`src/rtl/kwd_pkg.sv`:
```
package kwd_pkg;
  localparam int REG_W = 16;
  localparam int ADDR_W = 4;
  localparam int CNT_W = 8;
  localparam logic [ADDR_W-1:0] A_CTRL = 4'h0;
  localparam logic [ADDR_W-1:0] A_SVC  = 4'h2;
  localparam logic [ADDR_W-1:0] A_RST  = 4'h4;
  localparam logic [ADDR_W-1:0] A_ICR  = 4'h6;
  localparam logic [ADDR_W-1:0] A_MISC = 4'h8;
  localparam logic [REG_W-1:0] KEY_ARM  = 16'h5555;
  localparam logic [REG_W-1:0] KEY_FIRE = 16'hAAAA;

  typedef struct packed {
    logic             load;
    logic [CNT_W-1:0] loadVal;
    logic             statClr;
  } kwdStb_t;
endpackage

```
`src/rtl/kwd_ctrl.sv`:
```
module kwd_ctrl
  import kwd_pkg::*;
(
  input  logic              clk,
  input  logic              rstN,
  input  logic              wrEn,
  input  logic [ADDR_W-1:0] addr,
  input  logic [REG_W-1:0]  wrData,
  input  logic              preStat,
  input  logic              toutFlag,
  output logic [REG_W-1:0]  rdData,
  output kwdStb_t           stb,
  output logic [CNT_W-1:0]  wt,
  output logic [CNT_W-1:0]  pre,
  output logic              wda,
  output logic              srs,
  output logic              wre,
  output logic              wde,
  output logic              wdz,
  output logic              ie,
  output logic              pdEn,
  output logic              armed
);
  logic wzLock;
  logic ctrlWr, svcWr, icrWr, miscWr;

  assign ctrlWr = wrEn && (addr == A_CTRL);
  assign svcWr  = wrEn && (addr == A_SVC);
  assign icrWr  = wrEn && (addr == A_ICR);
  assign miscWr = wrEn && (addr == A_MISC);

  always_ff @(posedge clk or negedge rstN) begin
    if (!rstN) begin
      wt     <= '0;
      pre    <= '0;
      wda    <= 1'b1;
      srs    <= 1'b1;
      wre    <= 1'b0;
      wde    <= 1'b0;
      wdz    <= 1'b0;
      wzLock <= 1'b0;
      ie     <= 1'b0;
      pdEn   <= 1'b1;
      armed  <= 1'b0;
    end else begin
      if (ctrlWr) begin
        wt  <= wrData[15:8];
        wda <= wrData[5];
        srs <= wrData[4];
        wre <= wrData[3];
        wde <= wde | wrData[2];          // cannot be cleared once set
        if (!wzLock) begin
          wdz    <= wrData[0];
          wzLock <= 1'b1;
        end
      end
      if (svcWr) armed <= (wrData == KEY_ARM);
      if (icrWr) begin
        ie  <= wrData[15];
        pre <= wrData[7:0];
      end
      if (miscWr) pdEn <= pdEn & (|wrData);
    end
  end

  always_comb begin
    stb.load    = (ctrlWr && wrData[2] && !wde) ||
                  (svcWr && (wrData == KEY_FIRE) && armed);
    stb.loadVal = ctrlWr ? wrData[15:8] : wt;
    stb.statClr = icrWr && wrData[14];
  end

  always_comb begin
    case (addr)
      A_CTRL:  rdData = {wt, 2'b00, wda, srs, wre, wde, 1'b0, wdz};
      A_RST:   rdData = {14'b0, toutFlag, 1'b0};
      A_ICR:   rdData = {ie, preStat, 6'b0, pre};
      A_MISC:  rdData = {15'b0, pdEn};
      default: rdData = '0;
    endcase
  end
endmodule

```
`src/rtl/kwd_count.sv`:
```
module kwd_count
  import kwd_pkg::*;
#(
  parameter int PD_TICKS = 32
) (
  input  logic             clk,
  input  logic             rstN,
  input  logic             porN,
  input  logic             halfTick,
  input  logic             lowPower,
  input  kwdStb_t          stb,
  input  logic             wde,
  input  logic             wdz,
  input  logic [CNT_W-1:0] pre,
  input  logic             pdEn,
  input  logic             swRst,
  output logic [CNT_W-1:0] cnt,
  output logic             fired,
  output logic             preStat,
  output logic             toutFlag,
  output logic             pdPulse
);
  localparam int PD_W = $clog2(PD_TICKS + 1);
  localparam logic [PD_W-1:0] PD_LAST = PD_W'(PD_TICKS - 1);

  logic            tickRun, expire, preHit;
  logic [PD_W-1:0] pdCnt;
  logic            pdDone;

  assign tickRun = halfTick && wde && !fired && !(wdz && lowPower);
  assign expire  = tickRun && (cnt == '0);
  assign preHit  = tickRun && (cnt != '0) && ((cnt - CNT_W'(1)) == pre);

  always_ff @(posedge clk or negedge rstN) begin
    if (!rstN) begin
      cnt     <= '0;
      fired   <= 1'b0;
      preStat <= 1'b0;
      pdCnt   <= '0;
      pdDone  <= 1'b0;
      pdPulse <= 1'b0;
    end else begin
      pdPulse <= 1'b0;
      if (stb.load)        cnt   <= stb.loadVal;
      else if (expire)     fired <= 1'b1;
      else if (tickRun)    cnt   <= cnt - CNT_W'(1);
      if (preHit)          preStat <= 1'b1;
      else if (stb.statClr) preStat <= 1'b0;
      if (halfTick && pdEn && !pdDone) begin
        if (pdCnt == PD_LAST) begin
          pdPulse <= 1'b1;
          pdDone  <= 1'b1;
        end else begin
          pdCnt <= pdCnt + PD_W'(1);
        end
      end
    end
  end

  // cause flag lives in the power-on domain so the requested reset keeps it
  always_ff @(posedge clk or negedge porN) begin
    if (!porN)       toutFlag <= 1'b0;
    else if (expire) toutFlag <= 1'b1;
    else if (swRst)  toutFlag <= 1'b0;
  end
endmodule

```
`src/rtl/keyed_wdog.sv`:
```
module keyed_wdog
  import kwd_pkg::*;
#(
  parameter int PD_TICKS = 32
) (
  input  logic        clk,
  input  logic        rstN,
  input  logic        porN,
  input  logic        halfTick,
  input  logic        lowPower,
  input  logic        wrEn,
  input  logic [3:0]  addr,
  input  logic [15:0] wrData,
  output logic [15:0] rdData,
  output logic        chipRstReq,
  output logic        extRstN,
  output logic        intN
);
  kwdStb_t          stb;
  logic [CNT_W-1:0] wt, pre, cnt;
  logic wda, srs, wre, wde, wdz, ie, pdEn, armed;
  logic fired, preStat, toutFlag, pdPulse;

  kwd_ctrl u_ctrl (
    .clk(clk), .rstN(rstN), .wrEn(wrEn), .addr(addr), .wrData(wrData),
    .preStat(preStat), .toutFlag(toutFlag), .rdData(rdData), .stb(stb),
    .wt(wt), .pre(pre), .wda(wda), .srs(srs), .wre(wre), .wde(wde),
    .wdz(wdz), .ie(ie), .pdEn(pdEn), .armed(armed)
  );

  kwd_count #(.PD_TICKS(PD_TICKS)) u_count (
    .clk(clk), .rstN(rstN), .porN(porN), .halfTick(halfTick),
    .lowPower(lowPower), .stb(stb), .wde(wde), .wdz(wdz), .pre(pre),
    .pdEn(pdEn), .swRst(!srs), .cnt(cnt), .fired(fired),
    .preStat(preStat), .toutFlag(toutFlag), .pdPulse(pdPulse)
  );

  assign chipRstReq = (fired && !wre) || !srs;
  assign extRstN    = wda && !(fired && wre);
  assign intN       = !((ie && preStat) || pdPulse);
endmodule

```
`config.mk`:
```
export PLATFORM = sky130hd
export DESIGN_NAME = keyed_wdog
export DESIGN_NICKNAME = d
export VERILOG_FILES = /design/src/rtl/kwd_pkg.sv /design/src/rtl/kwd_ctrl.sv /design/src/rtl/kwd_count.sv /design/src/rtl/keyed_wdog.sv
export SDC_FILE = /design/constraint.sdc
export NUM_CORES = 1
export LEC_CHECK = 0
export ABC_AREA = 1
export BUFFER_PORTS_ARGS = -buffer_cell sky130_fd_sc_hd__buf_2
export CAP_MARGIN = 20
export CORE_MARGIN = 2
export CORE_UTILIZATION = 41
export DETAILED_ROUTE_END_ITERATION = 8
export HOLD_SLACK_MARGIN = 0.05
export SLEW_MARGIN = 20
export SYNTH_ARGS = -nofsm -noshare
export SYNTH_HDL_FRONTEND = slang
export SYNTH_SLANG_ARGS = --single-unit
export TNS_END_PERCENT = 1
```
`constraint.sdc`:
```
create_clock -name clk -period 1.9 [get_ports clk]
set_input_delay 0.285 -clock clk [delete_from_list [all_inputs] [get_ports clk]]
set_output_delay 0.285 -clock clk [all_outputs]
set_load 0.1 [all_outputs]
```
==> flow_summary_export.csv <==
group,metric,value,unit
status,status,"finished, final reports clean",
clock_tree,path_clk_slew,0.08,ns
route,ant_nets,0,
sta,holdWs,0.230,ns
global_route,antenna_found_initial,0,
hold_path,hold_path_end,"u_ctrl.pre[0]$_DFFE_PN0P_",
sta,fin_crit_sh,0.899,
floorplan,num_rows,28,
sta,rsz0062_at_grt,"no",
synth,syn_inst,341,
route,post_drt_via_cell_ratio,5.06,
route,wirelength,6610,µm
sta,min_period,1.71,ns
finish,postLayoutCellArea,3200,µm²
synth,async_flop_share,1.00,
placed_design,place_hpwl,5170,µm
power,power_frac_clock,0.265,
run,max_cap_violations,0,
worst_setup_path,regToRegSetupSlack,0.20,ns
power,power_density,686,nW/µm²
worst_setup_path,reg2reg_to,"u_count.preStat$_DFFE_PN0P_",
clock_tree,cts_root_buf,"clkbuf_8",
floorplan,fp.coreArea,5920,µm²
synth,synth_top_family_by_area,"simple AND/OR/NAND/NOR gates",
synth,synthFlopType,"dfrtp_1",
finish,layout.cells.non_filler,471,
placed_design,dpl.cell_count,461,
clock_tree,cts_buffer_depth,2,
placed_design,gp_congestion,0.827,
power,p_seq_frac,0.496,
synth,yosysMostFrequentCell,"nand2_1",
route,drc,0,
power,p_sw_frac,0.340,
synth,synth-simple-area-share,0.318,
synth,synth_top_area_share,0.407,
synth,ys_warn_count,0,
clock_tree,clk_latency,0.29,ns
finish,drive_above_1_share,0.199,
floorplan,chipWidth,82.4,µm
power,peakVddDrop,0.000516,V
sta,worst_slew_pin_slew,0.544,ns
synth,synth_area_leaders,"dfrtp_1, nand2_1, inv_1",
route,num_vias,2384,
power,combPwrFrac,0.239,
sta,hold_viol,0,
floorplan,die_y,82.4,µm
hold_path,min_from,"wrData[0]",
power,p_total,2200,µW
synth,synth_compound_area_frac,0.106,
floorplan,start_util,0.426,
finish,antennaDiodeCount,0,
placed_design,port-buffer-count,44,
worst_setup_path,ff2ff_path_depth,12,
worst_setup_path,crit_type,"in2out",
synth,yosys.area.top_type,"dfrtp_1",
synth,synth_mux_area_frac,0.00447,
clock_tree,post_cts_buffers,0,
placed_design,dpl_cell_area,3090,µm²
sta,setup_violations,0,
synth,synth-seq-cells,44,
sta,fmax,585,MHz
worst_setup_path,required,1.62,ns
floorplan,pin_count,45,
floorplan,dieArea,6790,µm²
clock_tree,cts_made_buffers,5,
finish,syn2layout_area_growth,27.0,%
worst_setup_path,arrival,1.42,ns
sta,skew,0.00403,ns
synth,synthesis.nets,370,
sta,final_max_slew_viol_count,0,
hold_path,holdCritPathClass,"in2reg",
synth,synth-xor-area-share,0.0208,
clock_tree,htreeDepth,2,
synth,synth_edf_count,0,
synth,syn_area_per_cell,7.39,µm²
route,drt_iter0_markers,154,
finish,nNetsFinal,424,
hold_path,holdPathStages,3,
worst_setup_path,worst-path-max-fanout,10,
synth,ys_types,33,
global_route,grt_pass1_wl,11100,µm
worst_setup_path,worst_setup_path_start_kind,"input port",
power,power.static_leakage,0.00155,µW
global_route,grt_max_degree,23,
power,internal_power,1450,µW
clock_tree,clock_sinks,44,
global_route,track_usage,0.217,
clock_tree,cts_tree,"done",
synth,yosysSeqAreaShare,0.438,
power,p_switching,746,µW
sta,maxSlewHeadroom,0.637,
synth,netlist_area,2520,µm²
route,routedWlPerCell,14.0,µm
synth,synth_fa_ha_area_frac,0.0149,
route,first_pass_iters,4,
sta,setup_ws,0.192,ns
worst_setup_path,end_kind,"output port",
global_route,grt_pass1_vias,2361,
global_route,gr-total-overflow,0,
placed_design,pre_cts_slack,0.125,ns
finish,nFillCells,597,
worst_setup_path,reg2reg_from,"u_count.cnt[0]$_DFFE_PN0P_",
synth,ys_top_cells_by_count,"nand2_1, inv_1, nor2_1",
[worst max-delay path by stage]
stage / startpoint / cells past startpoint / endpoint / slack [ns]
final: addr[2] / 6 / rdData[2] / 0.19
after global routing: u_count.pdCnt[0]$_DFFE_PN0P_ / 7 / u_count.pdCnt[5]$_DFFE_PN0P_ / 0.03
after CTS: addr[2] / 6 / rdData[13] / 0.12
after detailed placement: addr[2] / 7 / rdData[0] / 0.13
after global placement: addr[2] / 7 / rdData[0] / 0.16
after floorplan: addr[2] / 4 / rdData[2] / -0.54
[repair_timing]
item                                    in CTS  in global routing
hold buffers                                 2                  0
resized for setup                            0                  3
endpoints found under the setup margin       0                  2
hold endpoints to repair                    19                  0
[metrics by stage]
stage	util	setup TNS, ns
after floorplan	-	-6.59
after global placement	0.522	0
after detailed placement	0.522	0
after CTS	0.540	0
after global routing	0.541	0
final	0.541	0
[state kept, by name, summed over array words and instances (netlist names), 6 cells and up]
name / count
u_count.cnt: 8
u_ctrl.wt: 8
u_ctrl.pre: 8
u_count.pdCnt: 6
[kinds of logic (layout without fill, tap and decap cells)]
family          Yosys count  after routing
xor+xnor                  6              6
buf+inv                  60            115
flops                    44             44
compound gates           47             47
mux                       1              1
fa+ha+maj                 3              3
simple gates            180            180
[placed cells by master, fill, tap and decap left out, types with 3 or more instances in the layout]
master / n
o21ai_1: 8
a21oi_1: 4
nand4_1: 10
nand3_1: 25
inv_1: 50
o22ai_1: 3
nor4_1: 8
clkbuf_8: 5
dfrtp_1: 41
nor2_1: 44
buf_4: 7
inv_2: 3
dfstp_2: 3
o21ai_0: 25
buf_12: 16
nand2_1: 80
buf_2: 28
xor2_1: 5
nor2_4: 3
[power groups by stage]
stage	clock network, µW	logic (µW)	registers, µW
final	581	526	1090
after global routing	631	581	1100
after CTS	597	529	1090
after detailed placement	0	523	1110
after global placement	0	524	1110
after floorplan	0	343	1090
[layer usage]
metal  up-vias  global-route usage  wire, µm
met5         -                   0         0
met4         0              0.0567        89
met3         8              0.0348       309
met2        69               0.340      3000
met1      1100               0.311      3200
li1       1207                   -         -
[cell type report]
class                           instances  area (µm²)  share of cell area
Timing Repair Buffer                   53         533               0.166
Multi-Input combinational cell        237        1180               0.368
Inverter                               54         205              0.0641
Clock buffer                            5        68.8              0.0215
Tap cell                               75        93.8              0.0293
Clock inverter                          3        18.8             0.00586
Sequential cell                        44        1100               0.345
[worst max-delay path, cell delays in order]
cell	delay, ns
buf_2	0.10
inv_1	0.04
nor2_1	0.19
nand2_2	0.23
o22ai_1	0.36
buf_12	0.22
Power figures use the tool's default switching activity.
